===== src/rtl/i2s_mrx_pkg.sv =====
package i2s_mrx_pkg;
    localparam int PKT_W = 16;

    typedef enum logic {
        SIDE_LEFT  = 1'b0,
        SIDE_RIGHT = 1'b1
    } side_e;
endpackage


===== src/rtl/i2s_mrx_clkgen.sv =====
module i2s_mrx_clkgen #(
    parameter int HALF_DIV = 2
) (
    input  logic clk,
    input  logic rst_n,
    input  logic enable,
    output logic sck,
    output logic rise,
    output logic fall
);
    localparam int CNT_W = (HALF_DIV > 1) ? $clog2(HALF_DIV) : 1;
    localparam logic [CNT_W-1:0] CNT_LAST = CNT_W'(HALF_DIV - 1);

    typedef struct packed {
        logic [CNT_W-1:0] cnt;
        logic             sck;
    } cg_t;

    cg_t st_d, st_q;

    always_comb begin
        st_d = st_q;
        rise = 1'b0;
        fall = 1'b0;
        if (!enable) begin
            st_d = '0;
        end else if (st_q.cnt == CNT_LAST) begin
            st_d.cnt = '0;
            st_d.sck = ~st_q.sck;
            rise     = ~st_q.sck;
            fall     = st_q.sck;
        end else begin
            st_d.cnt = st_q.cnt + 1'b1;
        end
    end

    always_ff @(posedge clk or negedge rst_n) begin
        if (!rst_n) st_q <= '0;
        else        st_q <= st_d;
    end

    assign sck = st_q.sck;
endmodule


===== src/rtl/i2s_mrx_framer.sv =====
module i2s_mrx_framer
    import i2s_mrx_pkg::*;
#(
    parameter int PKT_W = i2s_mrx_pkg::PKT_W
) (
    input  logic             clk,
    input  logic             rst_n,
    input  logic             enable,
    input  logic             chan32,
    input  logic             rise,
    input  logic             fall,
    input  logic             sd_in,
    output logic             ws,
    output logic             pkt_valid,
    output logic [PKT_W-1:0] pkt_data,
    output side_e            pkt_side
);
    localparam int SLOT_W = $clog2(2 * PKT_W);
    localparam int BIT_W  = $clog2(PKT_W);
    localparam logic [SLOT_W-1:0] SLOT_LAST_S = SLOT_W'(PKT_W - 1);
    localparam logic [SLOT_W-1:0] SLOT_LAST_L = SLOT_W'(2 * PKT_W - 1);
    localparam logic [BIT_W-1:0]  BIT_LAST    = BIT_W'(PKT_W - 1);

    typedef struct packed {
        logic [SLOT_W-1:0] slot_bit;
        logic              ws;
        logic              ws_pend;
        logic              primed;
        logic [BIT_W-1:0]  bit_idx;
        logic [PKT_W-1:0]  shreg;
        logic              side_hold;
        logic              vld;
        logic [PKT_W-1:0]  data;
        logic              side;
    } fr_t;

    fr_t st_d, st_q;
    logic [SLOT_W-1:0] slot_last;
    logic [PKT_W-1:0]  shifted;
    logic              cur_side;

    always_comb begin
        st_d      = st_q;
        st_d.vld  = 1'b0;
        slot_last = chan32 ? SLOT_LAST_L : SLOT_LAST_S;
        shifted   = {st_q.shreg[PKT_W-2:0], sd_in};
        cur_side  = (st_q.bit_idx == '0) ? st_q.ws : st_q.side_hold;
        if (!enable) begin
            st_d = '0;
        end else begin
            if (rise) begin
                if (st_q.slot_bit == slot_last) begin
                    st_d.slot_bit = '0;
                    st_d.ws_pend  = 1'b1;
                end else begin
                    st_d.slot_bit = st_q.slot_bit + 1'b1;
                end
                if (!st_q.primed) begin
                    st_d.primed = 1'b1;
                end else begin
                    st_d.shreg = shifted;
                    if (st_q.bit_idx == '0) st_d.side_hold = st_q.ws;
                    if (st_q.bit_idx == BIT_LAST) begin
                        st_d.vld     = 1'b1;
                        st_d.data    = shifted;
                        st_d.side    = cur_side;
                        st_d.bit_idx = '0;
                    end else begin
                        st_d.bit_idx = st_q.bit_idx + 1'b1;
                    end
                end
            end
            if (fall && st_q.ws_pend) begin
                st_d.ws      = ~st_q.ws;
                st_d.ws_pend = 1'b0;
            end
        end
    end

    always_ff @(posedge clk or negedge rst_n) begin
        if (!rst_n) st_q <= '0;
        else        st_q <= st_d;
    end

    assign ws        = st_q.ws;
    assign pkt_valid = st_q.vld;
    assign pkt_data  = st_q.data;
    assign pkt_side  = side_e'(st_q.side);
endmodule


===== src/rtl/i2s_mrx_rxbuf.sv =====
module i2s_mrx_rxbuf
    import i2s_mrx_pkg::*;
#(
    parameter int PKT_W = i2s_mrx_pkg::PKT_W
) (
    input  logic             clk,
    input  logic             rst_n,
    input  logic             pkt_valid,
    input  logic [PKT_W-1:0] pkt_data,
    input  side_e            pkt_side,
    input  logic             rd_en,
    input  logic             st_rd,
    output logic [PKT_W-1:0] rd_data,
    output logic             rxne,
    output logic             side,
    output logic             ovr
);
    typedef struct packed {
        logic [PKT_W-1:0] data;
        logic             rxne;
        logic             side;
        logic             ovr;
        logic             ovr_arm;
    } rb_t;

    rb_t st_d, st_q;

    always_comb begin
        st_d = st_q;
        if (st_q.ovr && rd_en) st_d.ovr_arm = 1'b1;
        if (st_q.ovr_arm && st_rd) begin
            st_d.ovr     = 1'b0;
            st_d.ovr_arm = 1'b0;
        end
        if (pkt_valid) begin
            if (st_q.rxne && !rd_en) begin
                st_d.ovr = 1'b1;
            end else begin
                st_d.data = pkt_data;
                st_d.side = pkt_side;
                st_d.rxne = 1'b1;
            end
        end else if (rd_en) begin
            st_d.rxne = 1'b0;
        end
    end

    always_ff @(posedge clk or negedge rst_n) begin
        if (!rst_n) st_q <= '0;
        else        st_q <= st_d;
    end

    assign rd_data = st_q.data;
    assign rxne    = st_q.rxne;
    assign side    = st_q.side;
    assign ovr     = st_q.ovr;
endmodule


===== src/rtl/i2s_master_rx.sv =====
module i2s_master_rx
    import i2s_mrx_pkg::*;
#(
    parameter int HALF_DIV = 2,
    parameter int PKT_W    = i2s_mrx_pkg::PKT_W
) (
    input  logic             clk,
    input  logic             rst_n,
    input  logic             enable,
    input  logic             chan32,
    input  logic             rx_ie,
    input  logic             err_ie,
    input  logic             rd_en,
    input  logic             st_rd,
    input  logic             sd_in,
    output logic             sck_out,
    output logic             ws_out,
    output logic [PKT_W-1:0] rd_data,
    output logic             rxne,
    output logic             side,
    output logic             ovr,
    output logic             rx_irq,
    output logic             err_irq
);
    logic             rise, fall;
    logic             pkt_valid;
    logic [PKT_W-1:0] pkt_data;
    side_e            pkt_side;

    i2s_mrx_clkgen #(.HALF_DIV(HALF_DIV)) u_clkgen (
        .clk    (clk),
        .rst_n  (rst_n),
        .enable (enable),
        .sck    (sck_out),
        .rise   (rise),
        .fall   (fall)
    );

    i2s_mrx_framer #(.PKT_W(PKT_W)) u_framer (
        .clk       (clk),
        .rst_n     (rst_n),
        .enable    (enable),
        .chan32    (chan32),
        .rise      (rise),
        .fall      (fall),
        .sd_in     (sd_in),
        .ws        (ws_out),
        .pkt_valid (pkt_valid),
        .pkt_data  (pkt_data),
        .pkt_side  (pkt_side)
    );

    i2s_mrx_rxbuf #(.PKT_W(PKT_W)) u_rxbuf (
        .clk       (clk),
        .rst_n     (rst_n),
        .pkt_valid (pkt_valid),
        .pkt_data  (pkt_data),
        .pkt_side  (pkt_side),
        .rd_en     (rd_en),
        .st_rd     (st_rd),
        .rd_data   (rd_data),
        .rxne      (rxne),
        .side      (side),
        .ovr       (ovr)
    );

    assign rx_irq  = rxne & rx_ie;
    assign err_irq = ovr & err_ie;
endmodule


===== config.mk =====
export PLATFORM = sky130hd
export DESIGN_NAME = i2s_master_rx
export DESIGN_NICKNAME = d
export VERILOG_FILES = /design/src/rtl/i2s_mrx_pkg.sv /design/src/rtl/i2s_mrx_clkgen.sv /design/src/rtl/i2s_mrx_framer.sv /design/src/rtl/i2s_mrx_rxbuf.sv /design/src/rtl/i2s_master_rx.sv
export SDC_FILE = /design/constraint.sdc
export NUM_CORES = 1
export LEC_CHECK = 0
export BUFFER_PORTS_ARGS = -buffer_cell sky130_fd_sc_hd__buf_2
export CAP_MARGIN = 30
export CORE_AREA = 3 3 109 111
export DETAILED_ROUTE_END_ITERATION = 16
export DIE_AREA = 0 0 112 114
export MAX_ROUTING_LAYER = met4
export SYNTH_ARGS = -nofsm -noshare
export SYNTH_HDL_FRONTEND = slang
export SYNTH_SLANG_ARGS = --single-unit

===== constraint.sdc =====
create_clock -name clk -period 1.93 [get_ports clk]
set_input_delay 0.2895 -clock clk [delete_from_list [all_inputs] [get_ports clk]]
set_output_delay 0.2895 -clock clk [all_outputs]
set_load 0.05 [all_outputs]

==> results of run 1 <==
-- final cells by class --
| cell class | instances | area share [%] |
|---|---|---|
| inverters | 5 | 0.541 |
| clock buffers | 9 | 3.57 |
| well taps | 140 | 5.05 |
| repair buffers | 40 | 6.86 |
| multi-input cells | 182 | 32.3 |
| clock inverters | 6 | 2.56 |
| flip-flops and latches | 68 | 49.1 |
-- worst paths after layout --
check	start	endpoint	slack, ps	depth (start not counted)
max	u_clkgen.st_q[1]	u_framer.st_q[35]	430	4
min in group asynchronous	rst_n	u_framer.st_q[40]	490	3
min	st_rd	u_rxbuf.st_q[0]	130	2
min reg2reg	u_framer.pkt_valid	u_rxbuf.rxne	470	2
max reg2reg	u_clkgen.st_q[1]	u_framer.st_q[35]	430	4
max in group asynchronous	rst_n	u_framer.st_q[37]	1140	3
-- layout by cell type (no fill, tap or decap), types with 4 or more instances in the layout --
cell type and n:
dfrtp_1 68, buf_2 31, nor2_1 9, mux2_2 17
buf_4 7, inv_1 4, nand3_1 7, nand2_1 78
clkbuf_8 9, mux2i_1 21, a21oi_1 20
-- critical path: cells and delay by family (launching register included) --
kind | cells | cell delay (ps)
flip-flops | 1 | 550
AND/OR/NAND/NOR | 2 | 530
buffers and inverters | 1 | 230
AO/OA/AOI/OAI | 1 | 120
-- cell families after synthesis --
kind of cell	Yosys count
xor+xnor	4
mux	38
flops	68
compound gates	26
fa+ha+maj	3
buf+inv	35
simple gates	111
-- metrics by stage --
step	hold slack [ps]	total power [uW]	area (um^2)	util, %
floorplan	-6.09	1570	3040	-
global placement	342	1630	3240	29.8
detailed placement	343	1630	3240	29.8
CTS	115	2920	3470	31.8
global route	132	3010	3470	31.8
finish	134	2870	3470	31.8
-- power groups by stage --
stage,Clock [uW],Combinational (uW),Sequential (uW)
floorplan,0,75.6,1490
global placement,0,141,1480
detailed placement,0,143,1490
CTS,1320,145,1460
global route,1390,159,1460
finish,1280,140,1460
-- registers in the layout, indices dropped and copies added, names as in the netlist, 12 cells and up --
name	cells
u_framer.pkt_data	16
u_framer.st_q	12
u_framer.shifted	15
u_rxbuf.rd_data	16
-- routing by layer --
metal | wire length [um] | GRT usage (%) | part of all wire [%]
met5 | 0 | - | 0
met4 | 115 | 4.81 | 2.2
met2 | 2420 | 15.3 | 46
met3 | 261 | 3.45 | 4.9
met1 | 2510 | 11.3 | 47
==> results.yml, run 1 <==
floorplan:
  die_h_um: 114
  die_x_um: 112
  dieArea_um2: 12800
  ios: 32
  start_util_pct: 27.9
  rows: 38
  core_um2: 10900
layout:
  diodes: 0
  regArea_um2: 1700
  fin_nets: 318
  multi_input_area_um2: 1120
  syn_to_final_growth_pct: 14.0
  final_layout_size_suffix_gt1_share_pct: 24.2
  nFillCells: 1119
  finalNonFillerCells: 450
power:
  sequentialPowerShare_pct: 50.8
  swShare_pct: 23.3
  internal_power_uw: 2200
  leakagePower_uw: 0.00163
  combPwrFrac_pct: 4.9
  p_clk_share_pct: 44.4
  p_per_area_nw_per_um2: 829
  ir_worst_vdd_uv: 365
  p_sw_uw: 670
timing:
  fin_ws_ps: 432
  worst_pin_slew_ps: 376
  max_freq_ghz: 0.667
  fin_crit_sh_pct: 77.6
  slew_viol_final: 0
  fin_crit_ps: 1500
  setup_tns_ps: 0
  final-setup-viol-count: 0
  relSlewSlack_pct: 75.0
  finClkSkew_ps: 7.24
  hold_violations: 0
  rsz0062_at_grt: "false"
synthesis:
  async_reset_ff_share_pct: 100
  synthAdderAreaFrac_pct: 1.23
  synth_compound_area_share_pct: 4.61
  synth_mux_area_share_pct: 13.2
  synth.avg_cell_area_um2: 10.7
  synth.net_count: 297
  synth_top_cells_by_count: "78 x nand2_1, 68 x dfrtp_1, 21 x mux2i_1, 20 x a21oi_1, 18 x buf_4"
  ys_seq_area_share_pct: 55.9
  synth_cell_types: 34
  yosys.area.top_type: "dfrtp_1"
  ys_ff_latch: 68
  synth_top_family_by_area: "simple AND/OR/NAND/NOR gates"
  synth_xor_xnor_area_share_pct: 1.15
  synthSimpleGateAreaFrac_pct: 16.7
  ys.flop_type: "dfrtp_1"
  synth_area_leaders: "dfrtp_1 56%, nand2_1 9.6%, mux2i_1 6.9%"
  ys_warn_count: 0
  synth.top_cell.area_share_pct: 55.9
  synth_edf_count: 0
  synthCells: 285
  synth.cell_area_um2: 3040
  yosysMostFrequentCell: "nand2_1"
clock_tree:
  clock_sinks: 68
  cts_setup_buffers: 0
  h-tree-depth: 3
  cts_max_path_buffers: 2
  cts_buffers: 9
  clock_latency_ps: 340
  cts_tree: "done"
  cts-resized-gates: 0
  cts_hold_buffers: 1
  clk_pin_slew_worst_paths_ps: 70
  cts_root_buf: "clkbuf_8"
detailed_routing:
  drtIter0Drc: 107
  routed_wl_mm: 5.30
  vias_per_cell: 4.36
  drc: 0
  vias: 1960
  dr.pass1.iters: 4
  ant_nets: 0
  post_drt_wl_per_cell_um: 11.8
worst_setup_path:
  crit_fanout: 11
  critPathKind: "reg -> reg"
  crit_slowest_cell: "dfrtp_1"
  crit_chain: "and3b_1, buf_4, nand3_1, a21oi_1"
  critPathMaxStageDelay_ps: 550
  cp-end-kind: "flop"
  required_ps: 2200
  cp-start-kind: "flop"
  arrival_ps: 1770
placement:
  gp_congestion: 0.701
  dp_worst_setup_slack_ps: 431
  io_buffers: 31
  dp_cells: 434
  dp.final_hpwl_mm: 3.49
global_route:
  antenna_found_initial: 0
  grt_remaining_overflow: 0
  grt_pass1_vias: 2102
  grt_max_degree: 69
  grt_usage_pct: 9.81
  grt_pass1_wl_mm: 9.81
run:
  drv_cap: 0
status:
  status: "finished, final reports clean"
worst_hold_path:
  hold_class: "in -> reg"
(Power assumes the default switching activity.)
==> inputs of run 2 (changes only) <==
- clock period: 1.93 -> 1.5 ns (I/O delays scaled with it)
==> run 2 against run 1 <==
  * Worst setup slack got worse by 270 ps
  * Clock skew grew 4.3 ps
  * Hold slack lost 69 ps
  * Sequential share of layout area shrank 0.61 points
  * Cell area is 1.4% higher
  * Via count rose by 0.56%
  * Die area stayed put
  * First-iteration DRC count fell by 16%
  * Critical path type unchanged
  * Largest cell class unchanged
==> results.yml, run 2 (same netlist as run 1, synthesis figures left out) <==
status:
  status: "finished, final reports clean"
worst_hold_path:
  min_from: "st_rd"
  hold_path_depth: 2
  hold_end: "u_rxbuf.st_q[0]"
  hold_class: "in -> reg"
worst_setup_path:
  reg2reg_slack_ps: 160
  crit_chain: "ha_1, nand2_1, nor2_4, buf_12, mux2i_1"
  crit_slowest_cell: "dfrtp_1"
  critPathMaxStageDelay_ps: 400
  cp-end-kind: "flop"
  cp-start-kind: "flop"
  required_ps: 1770
  arrival_ps: 1610
  crit_fanout: 10
  critPathKind: "reg -> reg"
  r2r_end: "u_framer.pkt_data[12]"
  reg2reg_from: "u_framer.st_q[36]"
  r2r_cells: 5
timing:
  fin_ws_ps: 158
  fin_crit_ps: 1340
  setup_tns_ps: 0
  fin_crit_sh_pct: 89.5
  finClkSkew_ps: 11.6
  hold_violations: 0
  final-setup-viol-count: 0
  max_freq_ghz: 0.745
  rsz0062_at_grt: "false"
  slew_viol_final: 0
  worst_pin_slew_ps: 498
  relSlewSlack_pct: 66.8
power:
  p_per_area_nw_per_um2: 962
  ir_worst_vdd_uv: 319
  leakagePower_uw: 0.00166
  total_power_uw: 3380
run:
  drv_cap: 0
layout:
  syn_to_final_growth_pct: 15.6
  fin_nets: 323
  final_layout_size_suffix_gt1_share_pct: 26.3
  final_common_cell: "nand2_1"
  postLayoutCellArea_um2: 3520
  diodes: 0
  nFillCells: 1103
  post-route-util_pct: 32.3
  final_cell_mix: "77 x nand2_1, 66 x dfrtp_1, 31 x buf_2, 21 x mux2i_1, 20 x a21oi_1"
detailed_routing:
  vias_per_cell: 4.32
  post_drt_wl_per_cell_um: 12.3
  vias: 1971
  routed_wl_mm: 5.59
  ant_nets: 0
  drtIter0Drc: 90
  dr.pass1.iters: 4
  drc: 0
clock_tree:
  h-tree-depth: 3
  clk_pin_slew_worst_paths_ps: 70
  cts_hold_buffers: 1
  clock_sinks: 68
  cts_setup_buffers: 0
  cts_max_path_buffers: 2
  cts_buffers: 9
  clock_latency_ps: 350
  cts_root_buf: "clkbuf_8"
  cts_tree: "done"
  cts-resized-gates: 0
floorplan:
  die_x_um: 112
  dieArea_um2: 12800
  start_util_pct: 27.9
  die_h_um: 114
  core_um2: 10900
  rows: 38
  ios: 32
global_route:
  antenna_found_initial: 0
  grt_max_degree: 36
  grt_pass1_wl_mm: 9.61
  grt_remaining_overflow: 0
  grt_pass1_vias: 2080
  grt_usage_pct: 9.79
placement:
  dpl_cell_area_um2: 3340
  io_buffers: 31
  dp_worst_setup_slack_ps: 184
  gp_congestion: 0.719
  dp.final_hpwl_mm: 3.75
-- run 2: worst max-delay path by stage --
stage                                  from                     to  slack [ps]  depth (start not counted)
after detailed placement  u_framer.st_q[36]      u_framer.pkt_side         180                          5
after global placement         u_clkgen.sck      u_framer.st_q[38]         210                          3
after global routing      u_framer.st_q[35]  u_framer.pkt_data[14]          60                          5
after CTS                       u_rxbuf.ovr                err_irq         140                          2
final                     u_framer.st_q[36]  u_framer.pkt_data[12]         160                          5
after floorplan                u_clkgen.sck      u_framer.pkt_side          30                          4
-- run 2: cell type report --
type / count / area [um^2] / area share (%)
clock buffers: 11 / 141 / 4.02
repair buffers: 45 / 325 / 9.25
inverters: 5 / 18.8 / 0.534
well taps: 140 / 175 / 4.98
multi-input cells: 182 / 1120 / 32.0
clock inverters: 5 / 27.5 / 0.783
flip-flops and latches: 68 / 1700 / 48.5
-- run 2: critical path, delay by kind of cell (launching register included) --
| family | cells | cell delay (ps) |
|---|---|---|
| and+or+nand+nor | 2 | 280 |
| adders and majority gates | 1 | 230 |
| DFF | 1 | 400 |
| buffers and inverters | 1 | 160 |
| muxes | 1 | 190 |
-- run 2: power by group --
| group | total (uW) | internal [uW] | switching [uW] |
|---|---|---|---|
| Sequential | 1880 | 1850 | 24.1 |
| Clock | 1310 | 633 | 674 |
| Combinational | 201 | 69.3 | 131 |
-- run 2: through the flow --
stage | cells | hold WS (ps)
final | 456 | 65.6
after global routing | 456 | 55.3
after global placement | 439 | 214
after CTS | 456 | 47.2
after floorplan | 285 | -70.6
after detailed placement | 439 | 220
-- run 2: metal layers --
| layer | share of wire (%) | up-vias | track usage [%] |
|---|---|---|---|
| li1 | - | 979 | - |
| met1 | 47 | 957 | 11.3 |
| met2 | 46 | 28 | 15.3 |
| met3 | 5.1 | 7 | 3.98 |
| met4 | 1.8 | 0 | 3.85 |
| met5 | 0 | - | - |
